### src/rtl/lvds_ser_pkg.sv
package lvds_ser_pkg;

    localparam int COLOR_W   = 10;
    localparam int NUM_LANES = 5;
    localparam int NUM_SLOTS = 7;
    localparam int SLOT_W    = $clog2(NUM_SLOTS);
    localparam int MODE_W    = 3;
    localparam int BASE_W    = 4;

    // clock lane value per slot, bit s = slot s
    localparam logic [NUM_SLOTS-1:0] CLK_LANE_WORD = 7'b1100011;

    typedef enum logic [MODE_W-1:0] {
        PACK_18  = 3'd0,
        PACK_J24 = 3'd1,
        PACK_V24 = 3'd2,
        PACK_J30 = 3'd3,
        PACK_V30 = 3'd4
    } pack_mode_e;

    typedef struct packed {
        logic [COLOR_W-1:0] red;
        logic [COLOR_W-1:0] green;
        logic [COLOR_W-1:0] blue;
        logic               hsync;
        logic               vsync;
        logic               de;
    } pixel_t;

    // Every packing is three "wide" lanes sharing one colour offset
    // and up to two "narrow" lanes, each holding two bits per colour.
    typedef struct packed {
        logic [NUM_LANES-1:0]         lane_en;
        logic [BASE_W-1:0]            wide_base;
        logic [1:0][BASE_W-1:0]       narrow_base;
    } layout_t;

    function automatic layout_t layout_of(logic [MODE_W-1:0] code);
        layout_t lay;
        lay = '0;
        case (code)
            PACK_18: begin
                lay.lane_en   = 5'b00111;
                lay.wide_base = 4'd0;
            end
            PACK_J24: begin
                lay.lane_en        = 5'b01111;
                lay.wide_base      = 4'd2;
                lay.narrow_base[0] = 4'd0;
            end
            PACK_V24: begin
                lay.lane_en        = 5'b01111;
                lay.wide_base      = 4'd0;
                lay.narrow_base[0] = 4'd6;
            end
            PACK_J30: begin
                lay.lane_en        = 5'b11111;
                lay.wide_base      = 4'd4;
                lay.narrow_base[0] = 4'd2;
                lay.narrow_base[1] = 4'd0;
            end
            PACK_V30: begin
                lay.lane_en        = 5'b11111;
                lay.wide_base      = 4'd0;
                lay.narrow_base[0] = 4'd6;
                lay.narrow_base[1] = 4'd8;
            end
            default: lay = '0;
        endcase
        return lay;
    endfunction

    // wide lane word; which selects lane 0, 1 or 2, k is the colour offset
    function automatic logic [NUM_SLOTS-1:0] wide_word(pixel_t p, logic [1:0] which,
                                                       logic [BASE_W-1:0] k);
        logic [NUM_SLOTS-1:0] w;
        logic [BASE_W-1:0]    idx;
        w = '0;
        case (which)
            2'd0: begin
                w[0] = p.green[k];
                for (int i = 1; i < NUM_SLOTS; i++) begin
                    idx  = k + BASE_W'(6 - i);
                    w[i] = p.red[idx];
                end
            end
            2'd1: begin
                idx  = k + 4'd1;
                w[0] = p.blue[idx];
                w[1] = p.blue[k];
                for (int i = 2; i < NUM_SLOTS; i++) begin
                    idx  = k + BASE_W'(7 - i);
                    w[i] = p.green[idx];
                end
            end
            default: begin
                w[0] = p.de;
                w[1] = p.vsync;
                w[2] = p.hsync;
                for (int i = 3; i < NUM_SLOTS; i++) begin
                    idx  = k + BASE_W'(8 - i);
                    w[i] = p.blue[idx];
                end
            end
        endcase
        return w;
    endfunction

    // narrow lane word: fourth control bit (0), then pairs of blue, green, red
    function automatic logic [NUM_SLOTS-1:0] narrow_word(pixel_t p, logic [BASE_W-1:0] j);
        logic [NUM_SLOTS-1:0] w;
        logic [BASE_W-1:0]    hi;
        hi   = j + 4'd1;
        w[0] = 1'b0;
        w[1] = p.blue[hi];
        w[2] = p.blue[j];
        w[3] = p.green[hi];
        w[4] = p.green[j];
        w[5] = p.red[hi];
        w[6] = p.red[j];
        return w;
    endfunction

endpackage

### src/rtl/lvds_slot_counter.sv
module lvds_slot_counter
    import lvds_ser_pkg::*;
#(
    parameter int SLOTS = NUM_SLOTS,
    localparam int CW   = $clog2(SLOTS),
    localparam logic [CW-1:0] LAST = CW'(SLOTS - 1)
) (
    input  logic          clk,
    input  logic          rst,
    output logic [CW-1:0] slot,
    output logic          load
);
    always_ff @(posedge clk) begin
        if (rst) begin
            slot <= LAST;
        end else if (slot == LAST) begin
            slot <= '0;
        end else begin
            slot <= slot + 1'b1;
        end
    end

    // load happens on the edge that ends the last slot
    assign load = !rst && (slot == LAST);
endmodule

### src/rtl/lvds_slot_mapper.sv
module lvds_slot_mapper
    import lvds_ser_pkg::*;
#(
    parameter int LANES = NUM_LANES,
    parameter int SLOTS = NUM_SLOTS,
    localparam int WIDE_LANES = 3
) (
    input  logic [MODE_W-1:0]             mode_code,
    input  pixel_t                        pix,
    output logic [LANES-1:0][SLOTS-1:0]   words
);
    layout_t lay;
    assign lay = layout_of(mode_code);

    for (genvar L = 0; L < LANES; L++) begin : g_lane
        logic [SLOTS-1:0] w;
        if (L < WIDE_LANES) begin : g_wide
            always_comb begin
                w = lay.lane_en[L] ? wide_word(pix, 2'(L), lay.wide_base) : '0;
            end
        end else begin : g_narrow
            always_comb begin
                w = lay.lane_en[L] ? narrow_word(pix, lay.narrow_base[L-WIDE_LANES]) : '0;
            end
        end
        assign words[L] = w;
    end
endmodule

### src/rtl/lvds_lane_shifter.sv
module lvds_lane_shifter #(
    parameter int SLOTS = 7
) (
    input  logic             clk,
    input  logic             rst,
    input  logic             load,
    input  logic [SLOTS-1:0] word,
    output logic             ser
);
    logic [SLOTS-1:0] sr;

    always_ff @(posedge clk) begin
        if (rst) begin
            sr <= '0;
        end else if (load) begin
            sr <= word;
        end else begin
            sr <= {1'b0, sr[SLOTS-1:1]};
        end
    end

    assign ser = sr[0];
endmodule

### src/rtl/lvds_pixel_serializer.sv
module lvds_pixel_serializer
    import lvds_ser_pkg::*;
#(
    parameter int LANES = NUM_LANES,
    parameter int CW    = COLOR_W,
    localparam int SLOTS = NUM_SLOTS,
    localparam int SW    = $clog2(SLOTS)
) (
    input  logic              clk,
    input  logic              rst,
    input  logic [MODE_W-1:0] mode,
    input  logic [CW-1:0]     red,
    input  logic [CW-1:0]     green,
    input  logic [CW-1:0]     blue,
    input  logic              hsync,
    input  logic              vsync,
    input  logic              de,
    output logic [LANES-1:0]  lane_data,
    output logic              lane_clk
);
    logic [MODE_W-1:0]            mode_q;
    logic [SW-1:0]                slot_idx;
    logic                         load;
    pixel_t                       pix;
    logic [LANES-1:0][SLOTS-1:0]  words;

    // packing select is frozen outside reset
    always_ff @(posedge clk) begin
        if (rst) begin
            mode_q <= mode;
        end
    end

    always_comb begin
        pix       = '0;
        pix.red   = COLOR_W'(red);
        pix.green = COLOR_W'(green);
        pix.blue  = COLOR_W'(blue);
        pix.hsync = hsync;
        pix.vsync = vsync;
        pix.de    = de;
    end

    lvds_slot_counter #(.SLOTS(SLOTS)) u_cnt (
        .clk  (clk),
        .rst  (rst),
        .slot (slot_idx),
        .load (load)
    );

    lvds_slot_mapper #(.LANES(LANES), .SLOTS(SLOTS)) u_map (
        .mode_code (mode_q),
        .pix       (pix),
        .words     (words)
    );

    for (genvar L = 0; L < LANES; L++) begin : g_data
        lvds_lane_shifter #(.SLOTS(SLOTS)) u_sh (
            .clk  (clk),
            .rst  (rst),
            .load (load),
            .word (words[L]),
            .ser  (lane_data[L])
        );
    end

    lvds_lane_shifter #(.SLOTS(SLOTS)) u_clk_sh (
        .clk  (clk),
        .rst  (rst),
        .load (load),
        .word (CLK_LANE_WORD),
        .ser  (lane_clk)
    );
endmodule

### config.mk
export PLATFORM = sky130hd
export DESIGN_NAME = lvds_pixel_serializer
export DESIGN_NICKNAME = d
export VERILOG_FILES = /design/src/rtl/lvds_ser_pkg.sv /design/src/rtl/lvds_slot_counter.sv /design/src/rtl/lvds_slot_mapper.sv /design/src/rtl/lvds_lane_shifter.sv /design/src/rtl/lvds_pixel_serializer.sv
export SDC_FILE = /design/constraint.sdc
export NUM_CORES = 1
export LEC_CHECK = 0
export ABC_AREA = 1
export BUFFER_PORTS_ARGS = -buffer_cell sky130_fd_sc_hd__buf_4
export CAP_MARGIN = 20
export CORE_MARGIN = 2
export CORE_UTILIZATION = 58
export CTS_CLUSTER_DIAMETER = 50
export DETAILED_ROUTE_END_ITERATION = 10
export HOLD_SLACK_MARGIN = 0.08
export PLACE_DENSITY = 0.83
export SETUP_SLACK_MARGIN = 0.02
export SLEW_MARGIN = 20
export SYNTH_ARGS = -nofsm -noshare
export SYNTH_HDL_FRONTEND = slang
export SYNTH_SLANG_ARGS = --single-unit
### constraint.sdc
create_clock -name clk -period 2.9 [get_ports clk]
set_clock_uncertainty 0.15 [all_clocks]
set_input_delay 0.145 -clock clk [delete_from_list [all_inputs] [get_ports clk]]
set_output_delay 0.145 -clock clk [all_outputs]
set_load 0.02 [all_outputs]
=== Word level (Yosys, flattened, before mapping) ===
Index checks and enable logic that the tools add are counted.
Widths: inputs -> output; s select.

* Register bits: 48
* Input bits: 38
* Output and inout port bits: 6
* Word-level logic and storage cells: 130

* Reduce and logical (&&, ||, !) cells: 11
* Add/sub/neg operators: 8
* Order comparisons: 10
* Bitwise gates (word level): 6
* Mux-type cells: 75
* Equal/unequal tests: 5

{| class="wikitable"
|+ Operator list
! cell !! count
|-
| $bmux 1 s4 || 30
|-
| $mux 6 || 10
|-
| $lt 4x5->1 const B || 9
|-
| $pmux 9 s5 || 1
|-
| $mux 1 || 30
|-
| $reduce_or 3->1 || 5
|-
| $add 4x1->4 const B || 2
|-
| $add 4x2->4 const B || 2
|-
| $add 4x3->4 const B || 2
|-
| $mux 7 || 1
|-
| $eq 3x2->1 const B || 2
|-
| $eq 3x3->1 const B || 2
|-
| $not 1->1 || 6
|-
| $pmux 3 s2 || 1
|-
| $reduce_or 2->1 || 3
|-
| $lt 3x5->1 const B || 1
|-
| $add 3x1->4 const B || 1
|-
| $mux 4 || 1
|-
| $add 3x1->3 const B || 1
|-
| $eq 3x1->1 const B || 1
|-
| $logic_not 3->1 || 1
|-
| $mux 3 || 1
|-
| $logic_and 1x1->1 || 1
|-
| $logic_not 1->1 || 1
|}

=== Longest topological paths before layout ===
Gate-level depths: netlist (run 1).

* Depth in word-level cells: 8
* Gate-level depth with buffers: 8
* Mapped depth without buffers: 7

=== Hierarchy ===
From an unflattened synthesis (run 1), not the netlist that was laid out.

* Cell total of the unflattened synthesis: 424
* Area, all modules: 2,621.3 sq um

{| class="wikitable"
|+ By module, submodules not included
! module !! area an instance (sq um) !! cells each !! sequential area each (sq um) !! instances
|-
| lvds_lane_shifter || 275.3 || 41 || 140.1 || 6
|-
| lvds_slot_mapper || 753.2 || 156 || 0.0 || 1
|-
| lvds_slot_counter || 118.9 || 17 || 60.1 || 1
|-
| lvds_pixel_serializer || 97.6 || 5 || 90.1 || 1
|}

=== Worst setup path after synthesis (run 1) ===
OpenSTA, ideal clock, no wires.

* Kind: register to register
* Start: register mode_q[1]
* End: register g_data[3].u_sh.sr[6]
* Data required time: 2.635 ns
* Arrival: 1.179 ns
* Cell stages (with the launch flop): 8
* Path buffers: 0
* Path slack: 1.456 ns
* Setup time: 0.115 ns
* Period minus slack after synthesis: 1.444 ns
* Path through: edfxtp_1 nor2_1 nand2_2 nand2_2 inv_2 nand3_1 nand2_1 and2_1

* Longest elaborated chain between the ends: 5
* Elaborated cells between the ends (all ways): 12
* Classes of those cells: 4 x eq/ne; 4 x mux; 1 x bitwise; 3 x reduce/logical

{| class="wikitable"
|+ Ends and longest elaborated chain
! item !! line !! RTL
|-
| start: declaration || lvds_pixel_serializer.sv:21 || <nowiki>logic [MODE_W-1:0] mode_q;</nowiki>
|-
| start signal: assignment || lvds_pixel_serializer.sv:30 || <nowiki>mode_q <= mode;</nowiki>
|-
| $eq 3x2->1 / $eq 3x3->1 (equally long branches) || lvds_ser_pkg.sv:41 || <nowiki>case (code)</nowiki>
|-
| $reduce_or 2->1 (no source line) || n/a ||
|-
| $pmux 3 s2 || lvds_ser_pkg.sv:41 ||
|-
| $bmux 1 s4 || lvds_ser_pkg.sv:120 || <nowiki>w[6] = p.red[j];</nowiki>
|-
| $mux 1 (not written as such) || lvds_ser_pkg.sv:120 ||
|-
| end signal: assignment || lvds_lane_shifter.sv:16 || <nowiki>sr <= word;</nowiki>
|-
| end signal: assignment || lvds_lane_shifter.sv:18 || <nowiki>sr <= {1'b0, sr[SLOTS-1:1]};</nowiki>
|-
| end: declaration || lvds_lane_shifter.sv:10 || <nowiki>logic [SLOTS-1:0] sr;</nowiki>
|}

Parallel ways exist; a longest one is shown, timed or not. The select of a mux whose other input is x is not followed.
A chain may end at the register's enable or synchronous reset.

=== Final worst setup path (run 1) ===
* Start: register mode_q[1]
* End: register g_data[3].u_sh.sr[4]

* Longest elaborated chain between the ends: 7
* Elaborated cells between the ends (all ways): 12
* Classes of those cells: 4 x eq/ne; 6 x mux; 2 x reduce/logical

{| class="wikitable"
|+ Ends and longest elaborated chain
! item !! line !! RTL
|-
| $eq 3x2->1 / $eq 3x3->1 (equally long branches) || lvds_ser_pkg.sv:41 ||
|-
| $reduce_or 2->1 (no source line) || n/a ||
|-
| $pmux 3 s2 || lvds_ser_pkg.sv:41 ||
|-
| $bmux 1 s4 || lvds_ser_pkg.sv:118 || <nowiki>w[4] = p.green[j];</nowiki>
|-
| $mux 1 (not written as such) || lvds_ser_pkg.sv:118 ||
|-
| $mux 6 * || lvds_slot_mapper.sv:23 || <nowiki>w = lay.lane_en[L] ? narrow_word(pix, lay.narrow_base[L-WIDE_LANES]) : '0;</nowiki>
|-
| $mux 6 * || lvds_lane_shifter.sv:15 || <nowiki>end else if (load) begin</nowiki>
|}

Mark *: on every way between the ends. The rest lies on a longest branch, timed or not. The select of a mux whose other input is x is not followed.

==> summary.md, run 1 <==
| Metric | Value |
|---|---|
| Initial antenna violation count | `0` |
| CP Launch Type | `flop` |
| CTS tree | `done` |
| Max_cap viols | `0` |
| DR vias | `2,351` |
| Netlist cell types | `26` |
| PortBufs | `43` |
| CTS Buffer Depth | `2` |
| Period utilization | `0.956` |
| Leak Pwr | `1.53 nW` |
| Area Overhead vs Synth | `38.0%` |
| Worst VDD drop | `392 uV` |
| Clock Latency Late Sink | `300 ps` |
| Unrepaired setup endpoints after global routing | `no` |
| FF-to-FF End | `g_data[3].u_sh.sr[4]` |
| Clock slew seen by the registers of the worst setup and hold paths | `90 ps` |
| IO Pins | `44` |
| Global-route wire length before repair | `9650 um` |
| Final core utilization | `0.833` |
| Core area | `3690 um2` |
| Worst relative slew slack | `0.610` |
| Worst Hold Launch | `blue[5]` |
| Die area | `4350 um2` |
| Pwr dens | `479 nW/um2` |
| Mapped Nets | `359` |
| Row cnt | `22` |
| # DRC | `0` |
| Ys Warns | `0` |
| Max-slew violation count | `0` |
| GRT Overall Usage | `0.296` |
| Register area share after synthesis | `0.445` |
| Setup crit end | `g_data[3].u_sh.sr[4]` |
| Avg WL per Cell | `13.3 um` |
| Simple-Gate Fraction of Synth Area | `0.383` |
| Critical path type | `reg2reg` |
| Routed Antenna Nets | `0` |
| Crit Reg-Reg Startpoint | `mode_q[1]` |
| Nets | `443` |
| Worst setup startpoint | `mode_q[1]` |
| Clock sink total | `48` |
| Syn Inst Count | `321` |
| Final TNS setup | `0 ps` |
| Postcts setup bufs | `0` |
| Worst-Margin Slew | `585 ps` |
| R2R depth | `9` |
| Vias per cell | `5.18` |
| CTS Root Cell | `clkbuf_8` |
| Synth Cell Area | `2230 um2` |
| Max FO, Critical Path | `8` |
| Cells after DPL | `400` |
| Syn avg cell area | `6.94 um2` |
| Final Power | `0.00147 W` |
| Initial DRC Count | `299` |
| Post_cts resized | `0` |
| Final Hold Vio Count | `0` |
| Worst hold path class | `in2reg` |
| WL final | `6040 um` |
| Data required, critical path | `3010 ps` |
| GP Congestion | `0.938` |
| CTS H-tree depth | `2` |
| Initial Util | `0.604` |
| CP Data Arrival Time | `2880 ps` |
| Final Setup Violations | `0` |
| Adder-cell share of the synthesized area | `0` |
| Post-Synth XOR/XNOR Area | `0` |
| Max Clk Rate | `361 MHz` |
| Finished Layout Cells | `454` |
| Largest family of logic cells by synthesized area | `simple AND/OR/NAND/NOR gates` |
| #FFs+latches synth | `48` |
| Worst Setup End Kind | `flop` |
| Drt pass-1 iters | `6` |
| # diodes | `0` |
| Tmin final | `2770 ps` |
| Gr ovfl total | `0` |
| CTS buffer count | `5` |
| Flop-to-flop setup slack | `130 ps` |
| Vias in the first global route | `2,181` |
| Die width | `66.0 um` |
| Largest net degree at the start of global routing | `29` |
| Post-DP HPWL | `3470 um` |
| Compound-Gate Fraction of Synth Area | `0.0596` |
| Run status | `completed` |
| Share of cells above drive strength 1 | `0.180` |
| Die Ht | `66.0 um` |
| Multiplexer area fraction after synthesis | `0` |
cell usage after synthesis, drive strengths merged:
cell    number  area (um2)
buf         12        93.8
a31oi        1        6.26
inv         41         156
a21oi        2        21.3
nand2      138         541
o21ai       18        90.1
edfxtp       3        90.1
nand4        4        25.0
nor2        30         154
and2         2        12.5
o211ai       2        15.0
dfxtp       45         901
or2          1        6.26
nand3       22         115
final cells by class:
type	count	area, um2
clock buffer	6	82.6
clock inverter	2	13.8
fill	232	616
inverter	41	156
multi-input combinational	220	986
sequential	48	991
tap	48	60.1
timing repair buffer	89	783
routing by layer:
metal	track usage	up-vias	part of all wire	wire length, um
met5	0	-	0	0
met4	0.145	0	0.035	212
met3	0.0716	24	0.071	429
met2	0.496	123	0.48	2920
met1	0.354	1064	0.41	2470
li1	-	1140	-	-
worst min-delay path by stage:
| stage | to | slack, ps | depth (start not counted) |
|---|---|---|---|
| after floorplan | u_clk_sh.sr[0] | 70 | 1 |
| after global placement | mode_q[1] | 170 | 1 |
| after detailed placement | mode_q[1] | 170 | 1 |
| after CTS | g_data[1].u_sh.sr[0] | 80 | 5 |
| after global routing | g_data[1].u_sh.sr[1] | 120 | 5 |
| final | g_data[1].u_sh.sr[0] | 90 | 5 |
sequential cells by signal (all words and copies together), names as in the netlist:
name and count:
g_data.u_sh.sr 35, u_clk_sh.sr 7, mode_q 3, u_cnt.slot 3
cells in the final DEF (no fill, tap or decap):
cell,count
clkbuf_8,6
nor2_2,1
nor2_1,25
a21oi_4,1
nand4_1,4
o21ai_1,10
o211ai_1,2
inv_1,32
nand2_2,3
a21oi_1,1
inv_2,8
o21ai_0,8
nand3_1,21
nand3_2,1
dfxtp_1,45
edfxtp_1,3
nand2_4,2
clkinvlp_4,1
inv_4,2
a31oi_1,1
buf_4,43
dlygate4sd3_1,46
nor2_8,1
nor2_4,3
and2_1,2
nand2_1,133
or2_2,1
what timing repair did:
| item | 4_1_cts | 5_1_grt |
|---|---|---|
| hold endpoints to repair | 45 | 0 |
| hold buffers | 46 | 0 |
| setup endpoints to repair | 0 | 0 |
power by group:
part | total, W | internal (W) | switching [W]
Combinational | 0.000313 | 0.000139 | 0.000174
Clock | 0.000425 | 0.000194 | 0.000231
Sequential | 0.000735 | 0.000715 | 0.0000209
Total | 0.00147 | 0.00105 | 0.000426
cell families after synthesis:
kind of cell / Yosys count
buffers and inverters: 53
AO/OA/AOI/OAI: 23
AND/OR/NAND/NOR: 197
flip-flops: 48
worst max-delay path: stages, from the launching register on:
cell and delay [ps]:
edfxtp_1 490, nor2_1 240, nand2_2 180, nand2_2 220
inv_2 110, nand3_1 70, dlygate4sd3_1 560, nand3_1 70
dlygate4sd3_1 570, nand2_1 60
stage by stage:
step / hold WS, ps / instance area, um2 / setup WS (ps)
6_report: 85.5 / 3070 / 127
5_1_grt: 119 / 3070 / 20.2
4_1_cts: 82.0 / 3070 / 192
3_5_place_dp: 175 / 2520 / 1090
3_3_place_gp: 173 / 2520 / 1160
2_1_floorplan: 67.4 / 2230 / 1460
Note: power is estimated with default switching activity, not from simulation.
==> run 2: changes to the inputs <==
--- a/config.mk
+++ b/config.mk
@@ -8,12 +8,14 @@
 export ABC_AREA = 1
 export BUFFER_PORTS_ARGS = -buffer_cell sky130_fd_sc_hd__buf_4
 export CAP_MARGIN = 20
+export CELL_PAD_IN_SITES_DETAIL_PLACEMENT = 1
+export CELL_PAD_IN_SITES_GLOBAL_PLACEMENT = 2
 export CORE_MARGIN = 2
-export CORE_UTILIZATION = 58
+export CORE_UTILIZATION = 32
 export CTS_CLUSTER_DIAMETER = 50
 export DETAILED_ROUTE_END_ITERATION = 10
 export HOLD_SLACK_MARGIN = 0.08
-export PLACE_DENSITY = 0.83
+export PLACE_DENSITY_LB_ADDON = 0.1
 export SETUP_SLACK_MARGIN = 0.02
 export SLEW_MARGIN = 20
 export SYNTH_ARGS = -nofsm -noshare
==> run 2 against run 1 <==
  * Hold slack gained 3.4 ps
  * Critical path depth shrank 2
  * First-iteration DRC count shrank 59%
  * Core utilization shrank 37 points
  * Maximum frequency grew 12%
  * Sequential share of layout area shrank 0.32 points
  * Cell area grew 1.0%
  * Register-to-register slack gained 300 ps
  * Routed wire length grew 9.9%
  * Non-clock buffer count is the same
  * Worst setup slack gained 300 ps
  * Global-route usage shrank 11 points
==> summary.md, run 2 (synthesis results as in run 1) <==
| Metric | Value |
|---|---|
| Nets | `443 (unchanged)` |
| Tmin final | `2470 ps (-301 ps)` |
| CP top delay family | `simple AND/OR/NAND/NOR gates` |
| Max FO, Critical Path | `17 (+9)` |
| Avg WL per Cell | `13.7 um (+2.7%)` |
| Worst hold path class | `in2reg` |
| GRT Overall Usage | `0.186 (-0.110)` |
| Die Ht | `87.4 um (+33%)` |
| Met3 global-route usage | `0.0284 (-0.0431)` |
| Worst Hold Launch | `green[8]` |
| PortBufs | `43 (unchanged)` |
| Max-slew violation count | `0 (unchanged)` |
| Core area | `6760 um2 (+83%)` |
| R2R depth | `7 (-2)` |
| # DRC | `0 (unchanged)` |
| Final TNS setup | `0 ps (unchanged)` |
| Drt pass-1 iters | `4 (-2)` |
| Worst-Margin Slew | `621 ps (+36.7 ps)` |
| Run status | `completed` |
| Final core utilization | `0.459 (-0.374)` |
| Gr busiest metal | `met2` |
| Hold Path End | `g_data[1].u_sh.sr[3]` |
| Worst Setup End Kind | `flop` |
| Area Overhead vs Synth | `39.4%` |
| Clock Latency Late Sink | `310 ps (about the same)` |
| Most common cell after layout, fill and taps aside | `nand2_1` |
| Crit Reg-Reg Startpoint | `mode_q[2]` |
| Final Hold Vio Count | `0 (unchanged)` |
| Die area | `7640 um2 (+76%)` |
| CTS H-tree depth | `2 (unchanged)` |
| Pwr dens | `473 nW/um2 (-1.4%)` |
| Worst relative slew slack | `0.585 (-0.0245)` |
| Clock sink total | `48 (unchanged)` |
| Worst path bufs/invs | `2 (-1)` |
| Initial DRC Count | `124 (-59%)` |
| Vias per cell | `4.57 (-12%)` |
| Leak Pwr | `1.52 nW (-0.31%)` |
| Worst Hold Depth | `5 (unchanged)` |
| GR met2 Demand/Resource | `0.321 (-0.175)` |
| Top Registers | `g_data.u_sh.sr: 35 flops, u_clk_sh.sr: 7 flops` |
| Commonest cells after routing, fill and taps aside | `133 x nand2_1, 46 x dlygate4sd3_1, 45 x dfxtp_1` |
| CP Cell Sequence | `inv_2 > nand2_4 > nor2_2 > nand2_1 > nand3_1 > dlygate4sd3_1 > o21ai_1` |
| Reg with most FFs | `g_data.u_sh.sr` |
| Critical path type | `reg2reg` |
| Max_cap viols | `0 (unchanged)` |
| Unrepaired setup endpoints after global routing | `no` |
| Max Clk Rate | `405 MHz (+12%)` |
| Share of cells above drive strength 1 | `0.177 (-0.00246)` |
| CTS Root Cell | `clkbuf_8` |
| Largest net degree at the start of global routing | `29 (unchanged)` |
| Initial antenna violation count | `0 (unchanged)` |
| CTS buffer count | `5 (unchanged)` |
| Slowest-stage cell, CP | `dlygate4sd3_1` |
| Data required, critical path | `2950 ps (-60 ps)` |
| CP max stage delay | `560 ps (about the same)` |
| Met1 Resource Use GR | `0.246 (-0.109)` |
| Gr ovfl total | `0 (unchanged)` |
| CP Data Arrival Time | `2520 ps (-360 ps)` |
| Clock slew seen by the registers of the worst setup and hold paths | `100 ps (about the same)` |
| Vias in the first global route | `2,269 (+4.0%)` |
| Initial Util | `0.330 (-0.274)` |
| Period utilization | `0.852 (-0.104)` |
| Worst VDD drop | `266 uV (-32%)` |
| CTS tree | `done` |
| DR vias | `2,223 (-5.4%)` |
| FF-to-FF End | `g_data[0].u_sh.sr[2]` |
| CP Launch Type | `flop` |
| Flop-to-flop setup slack | `430 ps (+300 ps)` |
| Row cnt | `30 (+36%)` |
| # diodes | `0 (unchanged)` |
| CTS Buffer Depth | `2 (unchanged)` |
| IO Pins | `44 (unchanged)` |
| GP Congestion | `0.767 (-18%)` |
| Die width | `87.4 um (+33%)` |
| Final Setup Violations | `0 (unchanged)` |
| Max reg flops | `35 (unchanged)` |
| Final Power | `0.00147 W (-0.43%)` |
| WL final | `6640 um (+9.9%)` |
| Post-DP HPWL | `4390 um (+27%)` |
| Global-route wire length before repair | `10,900 um (+13%)` |
| Routed Antenna Nets | `0 (unchanged)` |
run 2: cell count changes in the layout (fill, tap and decap cells not counted), sizes merged:
cell,before,now
clkinv,0,1
clkbuf,6,5
inv,42,41
clkinvlp,1,2
run 2: per-layer routing:
layer	wire, um	vias to the layer above
met4	59	0
met1	3230	1046
met5	0	-
met3	164	4
met2	3180	33
li1	-	1140
run 2: worst register-to-register path, stage by stage, from the launching register on:
cell	delay, ps
edfxtp_1	520
inv_2	160
nand2_4	180
nor2_2	540
nand2_1	110
nand3_1	100
dlygate4sd3_1	560
o21ai_1	60
run 2: cell type report:
| type | count | area [um2] |
|---|---|---|
| clock buffers | 5 | 68.8 |
| repair buffers | 89 | 783 |
| inverters | 41 | 156 |
| well taps | 80 | 100 |
| fillers | 861 | 3650 |
| multi-input cells | 220 | 986 |
| flip-flops and latches | 48 | 991 |
| clock inverters | 3 | 18.8 |
run 2: worst max-delay path by stage:
stage | startpoint | endpoint | slack (ps) | cells past startpoint
2_1_floorplan | mode_q[1] | g_data[3].u_sh.sr[6] | 1460 | 7
3_3_place_gp | mode_q[2] | g_data[1].u_sh.sr[1] | 1050 | 6
3_5_place_dp | mode_q[2] | g_data[1].u_sh.sr[5] | 990 | 6
6_report | mode_q[2] | g_data[0].u_sh.sr[2] | 430 | 7
5_1_grt | mode_q[2] | g_data[2].u_sh.sr[6] | 240 | 8
4_1_cts | mode_q[2] | g_data[2].u_sh.sr[6] | 440 | 8
run 2: repair_timing:
action                    CTS  global route
hold buffers               46             0
resized for setup           0             0
hold endpoints to repair   43             0
setup buffers               0             0
run 2: where the power goes:
group / internal [W] / switching, W / total, W
Clock: 0.000167 / 0.000248 / 0.000415
Combinational: 0.000140 / 0.000175 / 0.000315
Sequential: 0.000715 / 0.0000220 / 0.000737
Total: 0.00102 / 0.000445 / 0.00147
run 2: per-stage QoR:
stage	cell area [um2]	setup slack, ps	hold slack [ps]	cells
3_5_place_dp	2560	989	175	432
2_1_floorplan	2230	1460	67.4	321
4_1_cts	3100	435	81.4	486
3_3_place_gp	2560	1050	174	432
5_1_grt	3100	237	136	486
6_report	3100	428	88.8	486
==> run 3: changes to the inputs <==
==> constraint.sdc (replaced) <==
create_clock -name clk -period 2.9 [get_ports clk]
set_clock_uncertainty 0.15 [all_clocks]
set_input_delay 0 -clock clk [delete_from_list [all_inputs] [get_ports clk]]
set_output_delay 0 -clock clk [all_outputs]
set_load 0.02 [all_outputs]
==> run 3 against run 2 <==
  * Critical path depth unchanged
  * Routed wire length increased by 1.2%
  * Largest power group unchanged
  * Clock power about the same
  * Combinational power increased by 4%
  * Core utilization increased by 1.3 points
  * Highest routed layer unchanged
==> summary.md, run 3 (synthesis results as in run 1) <==
| Metric | Value |
|---|---|
| Run status | `completed` |
| Internal power | `0.00103 W (+1.2%)` |
| DP Area | `2560 um2 (unchanged)` |
| Leak Pwr | `1.56 nW (+2.3%)` |
| Vias per cell | `4.58 (+0.13%)` |
| CTS Root Cell | `clkbuf_8` |
| Gr ovfl total | `0 (unchanged)` |
| Max FO, Critical Path | `17 (unchanged)` |
| Finished Layout Cells | `495 (+1.9%)` |
| Worst-Margin Slew | `627 ps (+5.60 ps)` |
| Max Clk Rate | `407 MHz (+0.63%)` |
| CP Data Arrival Time | `2520 ps (about the same)` |
| Unrepaired setup endpoints after global routing | `no` |
| Global-route wire length before repair | `11,000 um (+1.2%)` |
| Pwr dens | `464 nW/um2 (-1.9%)` |
| # diodes | `0 (unchanged)` |
| Slowest-stage cell, CP | `dlygate4sd3_1` |
| Clock power share | `0.280 (-0.003)` |
| Worst VDD drop | `268 uV (+0.82%)` |
| Post-DP HPWL | `4390 um (unchanged)` |
| CP top delay family | `simple AND/OR/NAND/NOR gates` |
| Avg WL per Cell | `13.6 um (-0.68%)` |
| Initial antenna violation count | `0 (unchanged)` |
| Vias in the first global route | `2,309 (+1.8%)` |
| Drt pass-1 iters | `4 (unchanged)` |
| Initial Util | `0.330 (unchanged)` |
| # DRC | `0 (unchanged)` |
| Clock slew seen by the registers of the worst setup and hold paths | `100 ps (about the same)` |
| Commonest cells after routing, fill and taps aside | `133 x nand2_1, 55 x dlygate4sd3_1, 45 x dfxtp_1` |
| Max_cap viols | `0 (unchanged)` |
| CTS H-tree depth | `2 (unchanged)` |
| Worst hold path class | `reg2reg` |
| Worst relative slew slack | `0.582 (-0.00374)` |
| Final core utilization | `0.473 (+0.0133)` |
| CP Launch Type | `flop` |
| Worst path bufs/invs | `2 (unchanged)` |
| CTS Buffer Depth | `2 (unchanged)` |
| Share of cells above drive strength 1 | `0.173 (-0.00385)` |
| Switching portion of total power | `0.302 (-0.00168)` |
| P_sw | `0.000447 W (+0.43%)` |
| Top Registers | `g_data.u_sh.sr: 35 flops, u_clk_sh.sr: 7 flops` |
| Reg with most FFs | `g_data.u_sh.sr` |
| Critical path type | `reg2reg` |
| Data required, critical path | `2960 ps (about the same)` |
| Max-slew violation count | `0 (unchanged)` |
| Hold slack | `261 ps (+172 ps)` |
| PortBufs | `43 (unchanged)` |
| Period utilization | `0.847 (-0.00531)` |
| Die width | `87.4 um (unchanged)` |
| Die Ht | `87.4 um (unchanged)` |
| Row cnt | `30 (unchanged)` |
| CP max stage delay | `550 ps (about the same)` |
| Clock Latency Late Sink | `300 ps (about the same)` |
| Clock sink total | `48 (unchanged)` |
| CTS tree | `done` |
| Area Overhead vs Synth | `43.4%` |
| Final Hold Vio Count | `0 (unchanged)` |
| Core area | `6760 um2 (unchanged)` |
| Design Area, Final | `3190 um2 (+2.9%)` |
| Die area | `7640 um2 (unchanged)` |
| DR vias | `2,267 (+2.0%)` |
| IO Pins | `44 (unchanged)` |
| Final TNS setup | `0 ps (unchanged)` |
| Most common cell after layout, fill and taps aside | `nand2_1` |
| CP Cell Sequence | `inv_2 > nand2_4 > nor2_2 > nand2_1 > nand4_1 > dlygate4sd3_1 > nand2_1` |
| Tmin final | `2460 ps (-15.4 ps)` |
| Post_cts resized | `0 (unchanged)` |
| Initial DRC Count | `99 (-20%)` |
| CTS buffer count | `5 (unchanged)` |
| Cells after DPL | `432 (unchanged)` |
| WL final | `6710 um (+1.2%)` |
| Crit-path most repeated cell | `nand2_1` |
| GP Congestion | `0.767 (unchanged)` |
| Largest net degree at the start of global routing | `29 (unchanged)` |
| Logic gate share of total power | `0.222 (+0.007)` |
| Worst Setup End Kind | `flop` |
| Routed Antenna Nets | `0 (unchanged)` |
| Final Setup Violations | `0 (unchanged)` |
| Nets | `452 (+2.0%)` |
| Max reg flops | `35 (unchanged)` |
| Sequential share of power | `0.497 (-0.005)` |
| GRT Overall Usage | `0.188 (+0.00216)` |
-- run 3: cell types whose count changed in the layout (fill, tap and decap cells not counted) --
cell / before / now
dlygate4sd3_1: 46 / 55
-- run 3: path summary, 6_finish.rpt --
| check | from | endpoint | slack [ps] | cells past startpoint |
|---|---|---|---|---|
| hold / removal | u_clk_sh.sr[5] | u_clk_sh.sr[4] | 260 | 2 |
| hold reg to reg | u_clk_sh.sr[5] | u_clk_sh.sr[4] | 260 | 2 |
| setup reg to reg | mode_q[2] | g_data[0].u_sh.sr[0] | 440 | 7 |
| setup / recovery | mode_q[2] | g_data[0].u_sh.sr[0] | 440 | 7 |
-- run 3: metal layers --
metal	vias up	routed length, um	global-route usage
met3	4	179	0.0284
li1	1159	-	-
met1	1063	3230	0.245
met2	41	3240	0.329
met4	0	59	0.0392
met5	-	0	0
-- run 3: power groups by stage --
| stage | Sequential [W] | Combinational [W] | Clock (W) |
|---|---|---|---|
| 2_1_floorplan | 0.000748 | 0.000170 | 0 |
| 3_3_place_gp | 0.000750 | 0.000260 | 0 |
| 3_5_place_dp | 0.000752 | 0.000262 | 0 |
| 4_1_cts | 0.000737 | 0.000331 | 0.000430 |
| 5_1_grt | 0.000742 | 0.000369 | 0.000453 |
| 6_report | 0.000737 | 0.000329 | 0.000415 |
-- run 3: timing repair --
action                                  4_1_cts  5_1_grt
hold endpoints to repair                     45        0
endpoints found under the setup margin        0        0
hold buffers                                 55        0
setup buffers                                 0        0
-- run 3: final cells by class --
cell class / count / area (um2)
tap: 80 / 100
multi-input combinational: 220 / 986
timing repair buffer: 98 / 873
inverter: 41 / 156
clock inverter: 3 / 18.8
clock buffer: 5 / 68.8
sequential: 48 / 991
fill: 867 / 3560
-- run 3: per-stage QoR --
step                total power (W)  setup WS, ps
finish                      0.00148           444
global route                0.00156           248
CTS                         0.00150           456
detailed placement          0.00101           989
global placement            0.00101          1050
floorplan                  0.000918          1460
-- run 3: worst reg2reg max path: stages, from the launching register on --
cell and delay, ps:
edfxtp_1 520, inv_2 160, nand2_4 170, nor2_2 540, nand2_1 120, nand4_1 120, dlygate4sd3_1 550, nand2_1 50
